**src/rtl/smc_pkg.sv**
```systemverilog
package smc_pkg;

    typedef enum logic [1:0] {
        PH_IDLE   = 2'd0,
        PH_SETUP  = 2'd1,
        PH_ACCESS = 2'd2,
        PH_HOLD   = 2'd3
    } phase_e;

    localparam int SMC_REGIONS = 2;

endpackage

```
**src/rtl/smc_timing_sel.sv**
```systemverilog
module smc_timing_sel #(
    parameter int A_ACC_W  = 3,
    parameter int B_ACC_W  = 2,
    parameter int B_HOLD_W = 1,
    parameter int CNT_W    = 4
) (
    input  logic                region_i,
    input  logic [A_ACC_W-1:0]  a_access_i,
    input  logic                a_setup_i,
    input  logic [B_ACC_W-1:0]  b_access_i,
    input  logic [B_HOLD_W-1:0] b_hold_i,
    output logic [CNT_W-1:0]    setup_len_o,
    output logic [CNT_W-1:0]    access_len_o,
    output logic [CNT_W-1:0]    hold_len_o
);

    // Turn the selected region's fields into phase lengths in cycles.
    always_comb begin
        if (region_i) begin
            setup_len_o  = '0;
            access_len_o = CNT_W'(b_access_i) + CNT_W'(1);
            hold_len_o   = CNT_W'(b_hold_i);
        end else begin
            setup_len_o  = CNT_W'(a_setup_i);
            access_len_o = CNT_W'(a_access_i) + CNT_W'(1);
            hold_len_o   = '0;
        end
    end

endmodule

```
**src/rtl/smc_phase_seq.sv**
```systemverilog
module smc_phase_seq
    import smc_pkg::*;
#(
    parameter int CNT_W = 4
) (
    input  logic             clk,
    input  logic             rst_n,
    input  logic             start_i,
    input  logic [CNT_W-1:0] setup_len_i,
    input  logic [CNT_W-1:0] access_len_i,
    input  logic [CNT_W-1:0] hold_len_i,
    output phase_e           phase_o,
    output logic             last_o
);

    typedef struct packed {
        phase_e           phase;
        logic [CNT_W-1:0] cnt;
        logic [CNT_W-1:0] acc;
        logic [CNT_W-1:0] hold;
    } seq_t;

    localparam logic [CNT_W-1:0] ONE = CNT_W'(1);

    seq_t st_d, st_q;

    always_comb begin
        st_d = st_q;
        unique case (st_q.phase)
            PH_IDLE: begin
                if (start_i) begin
                    st_d.acc  = access_len_i;
                    st_d.hold = hold_len_i;
                    if (setup_len_i != '0) begin
                        st_d.phase = PH_SETUP;
                        st_d.cnt   = setup_len_i - ONE;
                    end else begin
                        st_d.phase = PH_ACCESS;
                        st_d.cnt   = access_len_i - ONE;
                    end
                end
            end
            PH_SETUP: begin
                if (st_q.cnt == '0) begin
                    st_d.phase = PH_ACCESS;
                    st_d.cnt   = st_q.acc - ONE;
                end else begin
                    st_d.cnt = st_q.cnt - ONE;
                end
            end
            PH_ACCESS: begin
                if (st_q.cnt == '0) begin
                    if (st_q.hold != '0) begin
                        st_d.phase = PH_HOLD;
                        st_d.cnt   = st_q.hold - ONE;
                    end else begin
                        st_d.phase = PH_IDLE;
                    end
                end else begin
                    st_d.cnt = st_q.cnt - ONE;
                end
            end
            PH_HOLD: begin
                if (st_q.cnt == '0) st_d.phase = PH_IDLE;
                else                st_d.cnt   = st_q.cnt - ONE;
            end
            default: st_d.phase = PH_IDLE;
        endcase
    end

    always_ff @(posedge clk or negedge rst_n) begin
        if (!rst_n) begin
            st_q <= '{phase: PH_IDLE, cnt: '0, acc: '0, hold: '0};
        end else begin
            st_q <= st_d;
        end
    end

    assign phase_o = st_q.phase;
    assign last_o  = (st_q.cnt == '0) &&
                     ((st_q.phase == PH_HOLD) ||
                      (st_q.phase == PH_ACCESS && st_q.hold == '0));

    // the final setup cycle hands over to access
    assert_setup_to_access_R2: assert property (@(posedge clk) disable iff (!rst_n)
        (st_q.phase == PH_SETUP && st_q.cnt == '0) |=> (st_q.phase == PH_ACCESS));

    // zero setup goes straight to access
    assert_zero_setup_skip_R7: assert property (@(posedge clk) disable iff (!rst_n)
        (st_q.phase == PH_IDLE && start_i && setup_len_i == '0) |=> (st_q.phase == PH_ACCESS));

    // the last cycle is followed by idle
    assert_last_then_idle_R9: assert property (@(posedge clk) disable iff (!rst_n)
        last_o |=> (st_q.phase == PH_IDLE));

endmodule

```
**src/rtl/smc_cycle_timer.sv**
```systemverilog
module smc_cycle_timer
    import smc_pkg::*;
#(
    parameter int A_ACC_W  = 3,
    parameter int B_ACC_W  = 2,
    parameter int B_HOLD_W = 1
) (
    input  logic                          clk,
    input  logic                          rst_n,
    input  logic                          req_i,
    input  logic                          region_i,
    input  logic                          write_i,
    input  logic [A_ACC_W-1:0]            a_access_i,
    input  logic                          a_setup_i,
    input  logic [B_ACC_W-1:0]            b_access_i,
    input  logic [B_HOLD_W-1:0]           b_hold_i,
    output logic [SMC_REGIONS-1:0]        cs_o,
    output logic                          oe_o,
    output logic                          we_o,
    output logic                          busy_o,
    output logic                          done_o
);

    localparam int MAX_AB = (A_ACC_W > B_ACC_W) ? A_ACC_W : B_ACC_W;
    localparam int MAX_W  = (MAX_AB > B_HOLD_W) ? MAX_AB : B_HOLD_W;
    localparam int CNT_W  = MAX_W + 1;

    typedef struct packed {
        logic region;
        logic write;
    } ctl_t;

    ctl_t             ctl_d, ctl_q;
    logic             accept;
    logic [CNT_W-1:0] setup_len, access_len, hold_len;
    phase_e           phase;
    logic             last;

    smc_timing_sel #(
        .A_ACC_W (A_ACC_W),
        .B_ACC_W (B_ACC_W),
        .B_HOLD_W(B_HOLD_W),
        .CNT_W   (CNT_W)
    ) u_sel (
        .region_i    (region_i),
        .a_access_i  (a_access_i),
        .a_setup_i   (a_setup_i),
        .b_access_i  (b_access_i),
        .b_hold_i    (b_hold_i),
        .setup_len_o (setup_len),
        .access_len_o(access_len),
        .hold_len_o  (hold_len)
    );

    smc_phase_seq #(
        .CNT_W(CNT_W)
    ) u_seq (
        .clk         (clk),
        .rst_n       (rst_n),
        .start_i     (accept),
        .setup_len_i (setup_len),
        .access_len_i(access_len),
        .hold_len_i  (hold_len),
        .phase_o     (phase),
        .last_o      (last)
    );

    assign accept = req_i && (phase == PH_IDLE);

    always_comb begin
        ctl_d = ctl_q;
        if (accept) begin
            ctl_d.region = region_i;
            ctl_d.write  = write_i;
        end
    end

    always_ff @(posedge clk or negedge rst_n) begin
        if (!rst_n) ctl_q <= '0;
        else        ctl_q <= ctl_d;
    end

    assign busy_o = (phase != PH_IDLE);
    assign done_o = last;
    assign oe_o   = (phase == PH_ACCESS) && !ctl_q.write;
    assign we_o   = (phase == PH_ACCESS) &&  ctl_q.write;

    for (genvar g = 0; g < SMC_REGIONS; g++) begin : g_cs
        assign cs_o[g] = busy_o && (ctl_q.region == 1'(g));
    end

    assert_single_cs_R5: assert property (@(posedge clk) disable iff (!rst_n)
        $onehot0(cs_o));

    assert_cs_steady_R5: assert property (@(posedge clk) disable iff (!rst_n)
        (busy_o && !done_o) |=> $stable(cs_o));

    assert_strobe_exclusive_R6: assert property (@(posedge clk) disable iff (!rst_n)
        !(oe_o && we_o));

    assert_strobe_inside_cs_R6: assert property (@(posedge clk) disable iff (!rst_n)
        (oe_o || we_o) |-> (cs_o != '0));

    assert_accept_idle_R8: assert property (@(posedge clk) disable iff (!rst_n)
        (req_i && !busy_o) |=> busy_o);

    assert_done_ends_R9: assert property (@(posedge clk) disable iff (!rst_n)
        done_o |=> !busy_o);

endmodule

```
**config.mk**
```make
export PLATFORM = sky130hd
export DESIGN_NAME = smc_cycle_timer
export DESIGN_NICKNAME = d
export VERILOG_FILES = /design/src/rtl/smc_pkg.sv /design/src/rtl/smc_timing_sel.sv /design/src/rtl/smc_phase_seq.sv /design/src/rtl/smc_cycle_timer.sv
export SDC_FILE = /design/constraint.sdc
export NUM_CORES = 1
export LEC_CHECK = 0
export CAP_MARGIN = 20
export CORE_MARGIN = 2
export CORE_UTILIZATION = 36
export DETAILED_ROUTE_END_ITERATION = 7
export GPL_TIMING_DRIVEN = 0
export PLACE_DENSITY_LB_ADDON = 0.3
export SYNTH_ARGS = -nofsm -noshare
export SYNTH_HDL_FRONTEND = slang
export SYNTH_HIERARCHICAL = 1
export SYNTH_SLANG_ARGS = --single-unit
```
**constraint.sdc**
```tcl
create_clock -name clk -period 3.8 [get_ports clk]
set_clock_uncertainty 0.05 [all_clocks]
set_input_delay 1.14 -clock clk [delete_from_list [all_inputs] [get_ports clk]]
set_output_delay 1.14 -clock clk [all_outputs]
set_load 0.01 [all_outputs]
```
==> metrics <==
status=complete, no violations; Distinct cells, synth=48; clk sink count=16; CTS Root Buffer Type=clkbuf_4; Congestion Overflow GR=0; row cnt=21; most common flop cell mapped by yosys=dfrtp_1; clock-pin slew on the worst setup and hold paths=0.10 ns; Worst EP required=3.93 ns; Die Y=64.33 um; Final period util=0.9158; area grow syn2layout=21.59%; total track usage=0.1461; io pins=18; antenna fix cells=0; Via density=5.009; Worst R2R Setup Slack=1.73 ns; initial DRC count=58; clock tree buffer depth=2; total negative slack=0 ns; fin area=1593 um2; Final Hold Fails=0; Max Cap Viol=0; EDFF count, synth=0; r2r worst-path depth=6; minimum period implied by the final worst setup slack=3.480 ns; hold_buf cts=0; post-CTS sizing=0; die width=64.33 um; Synth top area share=0.3056; top area cells in the synthesized netlist=dfrtp_1, ha_1, nand2_1, buf_4, xnor2_1; fill cell count=358; register area share after synthesis=0.3056; switch share=0.3941; clock tree from TritonCTS=built; Placed Area=1556 um2; Post-Synthesis Cell Area=1310 um2; Synth area leader=dfrtp_1; first-pass GRT wire length=4.781 mm; leakage power=0.7251 nW; Reg-to-Reg End=u_seq/st_q[10]$_DFFE_PN0P_; post-CTS setup buffer count=0; arrival time worst endpoint=3.61 ns; Core ar.=3416 um2; # setup viols final=0; WHS Endpoint=u_seq/st_q[7]$_DFFE_PN0P_; Peak Freq=0.2874 GHz; #FFs+latches synth=16; Final ANT Viol Nets=0; WL/cell=12.69 um; Hold Crit Start=u_seq/st_q[7]$_DFFE_PN0P_; crit end category=flip-flop; Int Pwr=0.5916 mW; RSZ-0062 raised after global routing=no; Avg Cell Area, Syn=8.912 um2; Skew-Pair Late Insertion Delay=0.28 ns; Setup CP Type=input port to flip-flop; Net Switching=0.3847 mW; Buffers on Ports=17; vias post-DR=1097; HP Class=flip-flop to flip-flop; Async S/R FF share, synth=1.000; WL final=2.779 mm; Num CTS Buffers=3; final slew viol count=0; PwrDens=613.0 nW/um2; DRC=0; Detailed Place HPWL=2.241 mm; most frequent cell after synthesis=nand2_1; peak supply drop=0.0001986 V; GPL Wtd Cong=0.8129; die area=4138 um2; Slew headroom=0.5228; Crit Path Max Fanout=8; Synth top cells by count=nand2_1, dfrtp_1, inv_1; Clock Power Share=0.117; Hold Path Stages=2; vias in the first global route=1111; worst slew pin tran=0.7136 ns; Cells after Synth=147; H-Tree Depth=1; proportion of power drawn by combinational gates=0.564; Startpoint Class=input port; Pre-antenna DRT Iters=5; layout cells sized above 1=0.1734; share of total power in sequential cells=0.319; Final Net Count=194; pin count of the biggest net entering global routing=17; reg2reg start=u_seq/st_q[8]$_DFFE_PN0P_; initial antenna violation count=0; YS warnings=6; initial core utilization=0.3835
-- critical path, stage by stage --
cell and delay [ns]:
clkdlybuf4s50_1 0.63, and2b_2 0.29, nor4_1 0.52, a21oi_1 0.16
ha_1 0.23, xor2_1 0.20, o221ai_1 0.14, mux2_2 0.28
-- placed cells by master (no fill, tap or decap), drive strengths merged, types with 2 or more instances in the layout --
cell type      Yosys  layout
a21oi              8       8
a22o               2       2
a32oi              2       2
and2               3       3
and2b              2       2
buf               11      11
clkbuf             0       4
clkdlybuf4s50      0      17
conb               1       6
dfrtp             16      16
ha                 8       8
inv                9       9
mux2               5       5
nand2             23      23
nand2b             2       2
nor2               8       8
nor2b              2       2
nor3               3       3
nor3b              5       5
nor4b              2       2
o21ai              6       6
o22ai              3       3
o31ai              2       2
or3                2       2
xnor2              6       6
xor2               2       2
-- logic make-up (layout without fill, tap and decap cells) --
group | Yosys count | after routing | synth area share
multiplexers | 6 | 6 | 0.05921
flip-flops | 16 | 16 | 0.3056
buffers and inverters | 20 | 41 | 0.09264
adder cells (fa/ha/maj) | 8 | 8 | 0.07641
other | 1 | 6 | 0.002863
AND/OR/NAND/NOR | 58 | 58 | 0.2550
AO/OA/AOI/OAI | 30 | 30 | 0.1547
XOR/XNOR | 8 | 8 | 0.05349
-- per-layer routing --
metal  share of wire  GRT usage  up-vias
met1            0.43     0.1850      514
met3           0.056    0.01232        2
met2            0.51     0.2539       30
met4          0.0036    0.06117        0
li1                -          -      551
met5               0          0        -
-- state kept, by name, indices dropped and copies added, names as in the netlist --
signal and count:
ctl_q 2, u_seq/phase_o 2, u_seq/st_q 12
-- how the worst max path moves through the flow --
stage | from | cells after the start | end
2_1_floorplan | region_i | 7 | u_seq/st_q[10]$_DFFE_PN0P_
3_3_place_gp | region_i | 8 | u_seq/st_q[10]$_DFFE_PN0P_
3_5_place_dp | region_i | 8 | u_seq/st_q[10]$_DFFE_PN0P_
4_1_cts | u_seq/st_q[8]$_DFFE_PN0P_ | 6 | done_o
5_1_grt | region_i | 8 | u_seq/st_q[10]$_DFFE_PN0P_
6_report | region_i | 8 | u_seq/st_q[10]$_DFFE_PN0P_
-- stage by stage --
step	std cells	hold slack, ns	power, mW	worst slack, ns	utilization
6_report	219	0.4577	0.9763	0.3201	0.4663
3_5_place_dp	215	0.4350	0.8640	0.06794	0.4557
3_3_place_gp	215	0.4422	0.8432	0.07767	0.4557
2_1_floorplan	152	0.4169	0.6997	1.057	-
4_1_cts	219	0.4592	0.9818	0.3596	0.4663
5_1_grt	219	0.5046	1.058	0.1470	0.4663
-- power groups by stage --
stage                     Clock, mW  Sequential (mW)  Combinational [mW]
after CTS                     0.117            0.312               0.552
after detailed placement          0            0.316               0.548
after global placement            0            0.311               0.532
final                         0.114            0.312               0.551
after floorplan                   0            0.297               0.403
after global routing          0.125            0.323               0.610
-- layout make-up --
| cell class | instances | area (um2) | area share |
|---|---|---|---|
| plain buffers | 11 | 87.58 | 0.05499 |
| clock buffers | 4 | 36.28 | 0.02278 |
| inverters | 9 | 33.78 | 0.02121 |
| multi-input cells | 116 | 807.0 | 0.5067 |
| flip-flops and latches | 16 | 400.4 | 0.2514 |
| well taps | 46 | 57.56 | 0.03614 |
| repair buffers | 17 | 170.2 | 0.1068 |
No activity file was read; power rests on OpenSTA's default activity.
